`src/rtl/msk_tx_mod.sv`:
```
module msk_tx_mod #(
  parameter int BASE_PERIOD = 3072,
  parameter int ACC_W = 24,
  parameter int ADDR_W = 8,
  parameter int AMP_W = 8
) (
  input  logic                    clk,
  input  logic                    rst,
  input  logic                    clk_sel,
  input  logic                    rate_sel,
  input  logic                    sin_sel,
  input  logic                    preset_sel,
  input  logic                    mod_en,
  input  logic                    tx_data,
  input  logic signed [AMP_W-1:0] audio_in,
  output logic                    tx_clk,
  output logic signed [AMP_W-1:0] sample_out
);

  localparam int SLOW_PERIOD = 2 * BASE_PERIOD;
  localparam int CNT_W = $clog2(SLOW_PERIOD);
  localparam int ROM_N = 1 << ADDR_W;
  localparam longint TURN = longint'(1) << ACC_W;
  localparam logic [ACC_W-1:0] MARK_F  = ACC_W'((TURN + BASE_PERIOD / 2) / BASE_PERIOD);
  localparam logic [ACC_W-1:0] SPACE_F = ACC_W'((3 * TURN / 2 + BASE_PERIOD / 2) / BASE_PERIOD);
  localparam logic [ACC_W-1:0] MARK_S  = ACC_W'((TURN + SLOW_PERIOD / 2) / SLOW_PERIOD);
  localparam logic [ACC_W-1:0] SPACE_S = ACC_W'((3 * TURN / 2 + SLOW_PERIOD / 2) / SLOW_PERIOD);
  localparam logic [ACC_W-1:0] HALF_TURN = ACC_W'(TURN / 2);
  localparam logic [ACC_W-1:0] QUARTER   = ACC_W'(TURN / 4);
  localparam logic [CNT_W:0] LAST_F = (CNT_W+1)'(BASE_PERIOD - 1);
  localparam logic [CNT_W:0] LAST_S = (CNT_W+1)'(SLOW_PERIOD - 1);
  localparam logic [CNT_W:0] HALF_F = (CNT_W+1)'(BASE_PERIOD / 2);
  localparam logic [CNT_W:0] HALF_S = (CNT_W+1)'(BASE_PERIOD);
  localparam longint PEAK = (longint'(1) << (AMP_W - 1)) - 1;

  function automatic logic [ROM_N*AMP_W-1:0] build_rom();
    logic [ROM_N*AMP_W-1:0] r;
    longint h, t, u, m;
    r = '0;
    h = ROM_N / 2;
    for (int i = 0; i < ROM_N; i++) begin
      t = i % h;
      u = t * (h - t);
      m = (4 * PEAK * u) / ((5 * h * h) / 4 - u);
      r[i*AMP_W +: AMP_W] = (i < h) ? AMP_W'(m) : AMP_W'(-m);
    end
    return r;
  endfunction

  localparam logic [ROM_N*AMP_W-1:0] SINE_ROM = build_rom();

  logic [CNT_W-1:0] cnt;
  logic             hold_bit, cur_bit;
  logic [ACC_W-1:0] base_ph, phase_acc;

  wire             slow      = clk_sel & ~rate_sel;
  wire [CNT_W:0]   last_cnt  = slow ? LAST_S : LAST_F;
  wire [CNT_W:0]   half_cnt  = slow ? HALF_S : HALF_F;
  wire             wrap      = {1'b0, cnt} >= last_cnt;
  wire             capture   = {1'b0, cnt} == (half_cnt - 1'b1);
  wire [ACC_W-1:0] step      = cur_bit ? (slow ? MARK_S : MARK_F) : (slow ? SPACE_S : SPACE_F);
  wire [ACC_W-1:0] next_base = base_ph + (cur_bit ? '0 : HALF_TURN);
  wire [ADDR_W-1:0] rom_addr = phase_acc[ACC_W-1 -: ADDR_W];
  wire signed [AMP_W-1:0] wave = SINE_ROM[int'(rom_addr)*AMP_W +: AMP_W];
  wire signed [AMP_W-1:0] level = tx_data ? AMP_W'(PEAK) : AMP_W'(-PEAK);

  assign tx_clk = {1'b0, cnt} >= half_cnt;

  always_ff @(posedge clk) begin
    if (rst) begin
      cnt        <= '0;
      hold_bit   <= 1'b1;
      cur_bit    <= 1'b1;
      base_ph    <= sin_sel ? '0 : QUARTER;
      phase_acc  <= sin_sel ? '0 : QUARTER;
      sample_out <= '0;
    end else begin
      if (capture) hold_bit <= tx_data;
      if (wrap) begin
        cnt       <= '0;
        cur_bit   <= hold_bit;
        base_ph   <= next_base;
        phase_acc <= next_base;
      end else begin
        cnt       <= cnt + 1'b1;
        phase_acc <= phase_acc + step;
      end
      sample_out <= !mod_en ? audio_in : (!preset_sel ? level : wave);
    end
  end

endmodule


```
`config.mk`:
```
export PLATFORM = sky130hd
export DESIGN_NAME = msk_tx_mod
export DESIGN_NICKNAME = d
export VERILOG_FILES = /design/src/rtl/msk_tx_mod.sv
export SDC_FILE = /design/constraint.sdc
export NUM_CORES = 1
export LEC_CHECK = 0
export ABC_CLOCK_PERIOD_IN_PS = 3400
export BUFFER_PORTS_ARGS = -buffer_cell sky130_fd_sc_hd__buf_2
export CAP_MARGIN = 10
export CORE_ASPECT_RATIO = 0.7
export CORE_MARGIN = 3
export CORE_UTILIZATION = 35
export CTS_BUF_LIST = sky130_fd_sc_hd__clkbuf_8
export DETAILED_ROUTE_END_ITERATION = 6
export GPL_ROUTABILITY_DRIVEN = 1
export PLACE_DENSITY = 0.52
export SKIP_CTS_REPAIR_TIMING = 1
export SLEW_MARGIN = 20
export SYNTH_ARGS = -nofsm -noshare
export SYNTH_HDL_FRONTEND = slang
export SYNTH_SLANG_ARGS = --single-unit
```
`constraint.sdc`:
```
create_clock -name clk -period 3.4 [get_ports clk]
set_input_delay 0.51 -clock clk [delete_from_list [all_inputs] [get_ports clk]]
set_output_delay 0.51 -clock clk [all_outputs]
set_load 0.01 [all_outputs]
```
==> impl_metrics.tcl <==
set metrics [dict create \
    clockRootBuffer "clkbuf_8" \
    arrival_ns 3.25 \
    die_w_um 143 \
    cts_tree "built" \
    gp_congestion 0.980 \
    wire_per_inst_um 17.8 \
    irDropWorstVdd_uv 144 \
    start_util_pct 36.5 \
    syn_area_sq_um 4610 \
    n_antenna_cell 0 \
    synth.distinct_cells 70 \
    die_h_um 102 \
    io_buffers 24 \
    crit_chain "buf_2 -> nand2b_2 -> inv_1 -> ha_1 -> xor2_1 -> ha_1 -> a21o_1 -> a222oi_1 -> o31a_1 -> a21oi_2 -> o21ai_2 -> mux2_1 -> a221o_1" \
    reg2regPathDepth 10 \
    min_path_type "primary input to flip-flop" \
    clock.fmax_mhz 329 \
    slew_headroom_pct 42.0 \
    holdPathEnd "hold_bit$_SDFFE_PP1N_" \
    cts.clk_slew.worst_paths_ns 0.11 \
    rrSetupSlack_ns 0.37 \
    fin_nets 681 \
    worstPathBufferInverterCount 2 \
    layout_setup_ws_ns 0.364 \
    drv_cap 0 \
    async_flop_share_pct 0 \
    critPathLaunchType "primary input" \
    worstMarginPinSlew_ns 0.871 \
    power_frac_comb_pct 38.2 \
    grt_pass1_wl_um 23100 \
    outcome "completed" \
    setup_tns_ns 0 \
    grt_antenna_before_repair 0 \
    track_usage_pct 19.5 \
    worstSkewPairLatency_ns 0.32 \
    p_leak_uw 0.00188 \
    htree_levels 2 \
    netSwitchingPower_uw 744 \
    cp-startpoint "rate_sel" \
    holdPathStages 3 \
    viasPerCell 5.88 \
    period_needed_ns 3.04 \
    slowest_delay_ns 0.42 \
    yosys.area.top_type "dfxtp_1" \
    pre_cts_ws_ns 0.0672 \
    rsz0062_at_grt "no" \
    drtAntennaViolNets 0 \
    ys_ff_latch 49 \
    numCtsBuffers 5 \
    syn_area_per_cell_sq_um 7.17 \
    die_area_sq_um 14600 \
    grt_max_degree 61 \
    path_class "primary input to flip-flop" \
    grt.overflow.total 0 \
    grt_pass1_vias 4308 \
    crit_family "compound AO/OA/AOI/OAI gates" \
    ys.flop_type "dfxtp_1" \
    internal_power_uw 1120 \
    drc 0 \
    dr_total_vias 4719 \
    ys_warn_count 0 \
    reg2reg_to "phase_acc[22]$_DFF_P_" \
    hpwl_um 10500 \
    p_clk_share_pct 20.0 \
    ios 25 \
    ys_top_cells_by_area "dfxtp_1 20%, ha_1 6.8%, nor2_1 6.8%, nand2_1 4.8%, o21ai_0 4.5%" \
    drive_gt1_share_pct 10.8 \
    crit_slowest_cell "a222oi_1" \
    core_area_sq_um 12600 \
    power.share.switching_pct 40.0 \
    wl_um 14300 \
    p_seq_share_pct 41.9 \
    hold_start "tx_data" \
    yosys-top-cells-count "83 x nor2_1, 59 x nand2_1, 47 x dfxtp_1, 41 x o21ai_0, 36 x clkbuf_1" \
    required_ns 3.61 \
    hold_viol 0 \
    synth_most_common_cell "nor2_1" \
    cp-end-kind "flip-flop" \
    finalSetupViolCount 0 \
    critPathMostFrequentCell "ha_1" \
    syn2layout_area_growth_pct 7.39 \
    fin_hold_ws_ns 0.455 \
    cts_max_path_buffers 2 \
    total_power_uw 1860 \
    first_pass_iters 7 \
    yosysTopAreaCellShare_pct 20.4 \
    synth_cells 643 \
    clock-sinks 49 \
    powerDensity_nw_per_um2 376 \
    fp-row-count 34 \
    syn_nets 684 \
    clock_skew_ns 0.0195 \
    seq_area_frac_synth_pct 21.7 \
    maxSlewViolCount 0 \
    reg2reg_from "cur_bit$_SDFFE_PP1N_" \
    cp_max_fo 4 \
    synth_edf_count 2 \
    min_period_over_period_pct 89.3 \
    drt-initial-drc-count 622 \
]
==> placed cells by master (no fill, tap or decap), types with 3 or more instances in the layout <==
cell type / synthesis / final
a22oi_1: 5 / 5
o211ai_1: 14 / 14
a211oi_1: 7 / 7
and3_1: 7 / 7
xor2_1: 19 / 19
inv_1: 23 / 23
o221ai_1: 5 / 5
nand2b_1: 11 / 10
a221oi_1: 11 / 11
nor3_1: 16 / 16
nand2_1: 59 / 59
nand4b_1: 13 / 13
a21oi_1: 35 / 35
nor4_1: 4 / 4
o21ai_0: 41 / 41
nand4_1: 4 / 4
o2111ai_1: 5 / 5
ha_1: 25 / 25
nor2_1: 83 / 83
nand3_1: 21 / 21
buf_2: 8 / 24
a21boi_0: 3 / 3
a21o_1: 4 / 4
a211o_1: 4 / 4
clkbuf_8: 0 / 5
nand3b_1: 5 / 5
nor2b_1: 7 / 7
o22ai_1: 3 / 3
dfxtp_1: 47 / 45
o311ai_0: 3 / 3
or2_2: 4 / 4
a31oi_1: 13 / 13
o21bai_1: 4 / 4
o31ai_1: 7 / 7
or3_1: 3 / 3
and2_1: 5 / 5
buf_4: 2 / 20
mux2i_1: 6 / 6
a311oi_1: 4 / 4
xnor2_1: 21 / 21
==> worst reg2reg max path, cell delays in order, from the launching register on <==
cell      delay (ns)
dfxtp_1         0.40
ha_1            0.26
xor2_1          0.18
ha_1            0.20
a21o_1          0.17
a222oi_1        0.42
o31a_1          0.29
a21oi_2         0.11
o21ai_2         0.24
mux2_1          0.35
a221o_1         0.31
==> sequential cells by signal, indices dropped and copies added (netlist names) <==
register,flops
hold_bit,1
sample_out,8
phase_acc,24
cnt,13
base_ph,2
cur_bit,1
==> per-layer routing <==
layer	share of wire (%)	global-route usage, %
met1	52	31.4
met2	38	25.8
met3	9.8	4.63
met4	0.72	3.58
met5	0	0
==> cells by family after synthesis <==
group / Yosys count / share of synthesized area, %
adders and majority gates: 25 / 6.79
muxes: 9 / 2.04
and+or+nand+nor: 248 / 26.0
xor gates and xnor gates: 41 / 7.96
buffers and inverters: 79 / 6.98
AOI/OAI and AO/OA: 192 / 28.5
DFF: 49 / 21.7
==> layout make-up <==
cell class              count  area, sq um
well taps                 162          203
fillers                  1334         7690
clock buffers               5         68.8
multi-input cells         515         3290
inverters                  25         93.8
repair buffers             44          270
clock inverters             3         21.3
flip-flops and latches     49         1000
==> worst max-delay path by stage <==
stage	to	slack (ns)	depth (start not counted)
after detailed placement	phase_acc[22]$_DFF_P_	0.07	13
after global routing	phase_acc[22]$_DFF_P_	0.23	10
after CTS	phase_acc[22]$_DFF_P_	0.38	10
after global placement	phase_acc[22]$_DFF_P_	0.13	13
final	phase_acc[22]$_DFF_P_	0.36	13
after floorplan	phase_acc[22]$_DFF_P_	0.02	14
==> per-stage QoR <==
| step | utilization (%) | instance area (sq um) | std cells |
|---|---|---|---|
| after global placement | 38.5 | 4860 | 795 |
| after floorplan | - | 4610 | 643 |
| final | 39.2 | 4950 | 803 |
| after detailed placement | 38.5 | 4860 | 795 |
| after CTS | 39.2 | 4950 | 803 |
| after global routing | 39.2 | 4950 | 803 |
==> power by group through the flow <==
| stage | clock (uW) | combinational [uW] | sequential, uW |
|---|---|---|---|
| 2_1_floorplan | 0 | 587 | 730 |
| 3_3_place_gp | 0 | 686 | 786 |
| 3_5_place_dp | 0 | 696 | 790 |
| 4_1_cts | 390 | 701 | 777 |
| 5_1_grt | 405 | 789 | 793 |
| 6_report | 371 | 710 | 779 |
Power figures use the tool's default switching activity.
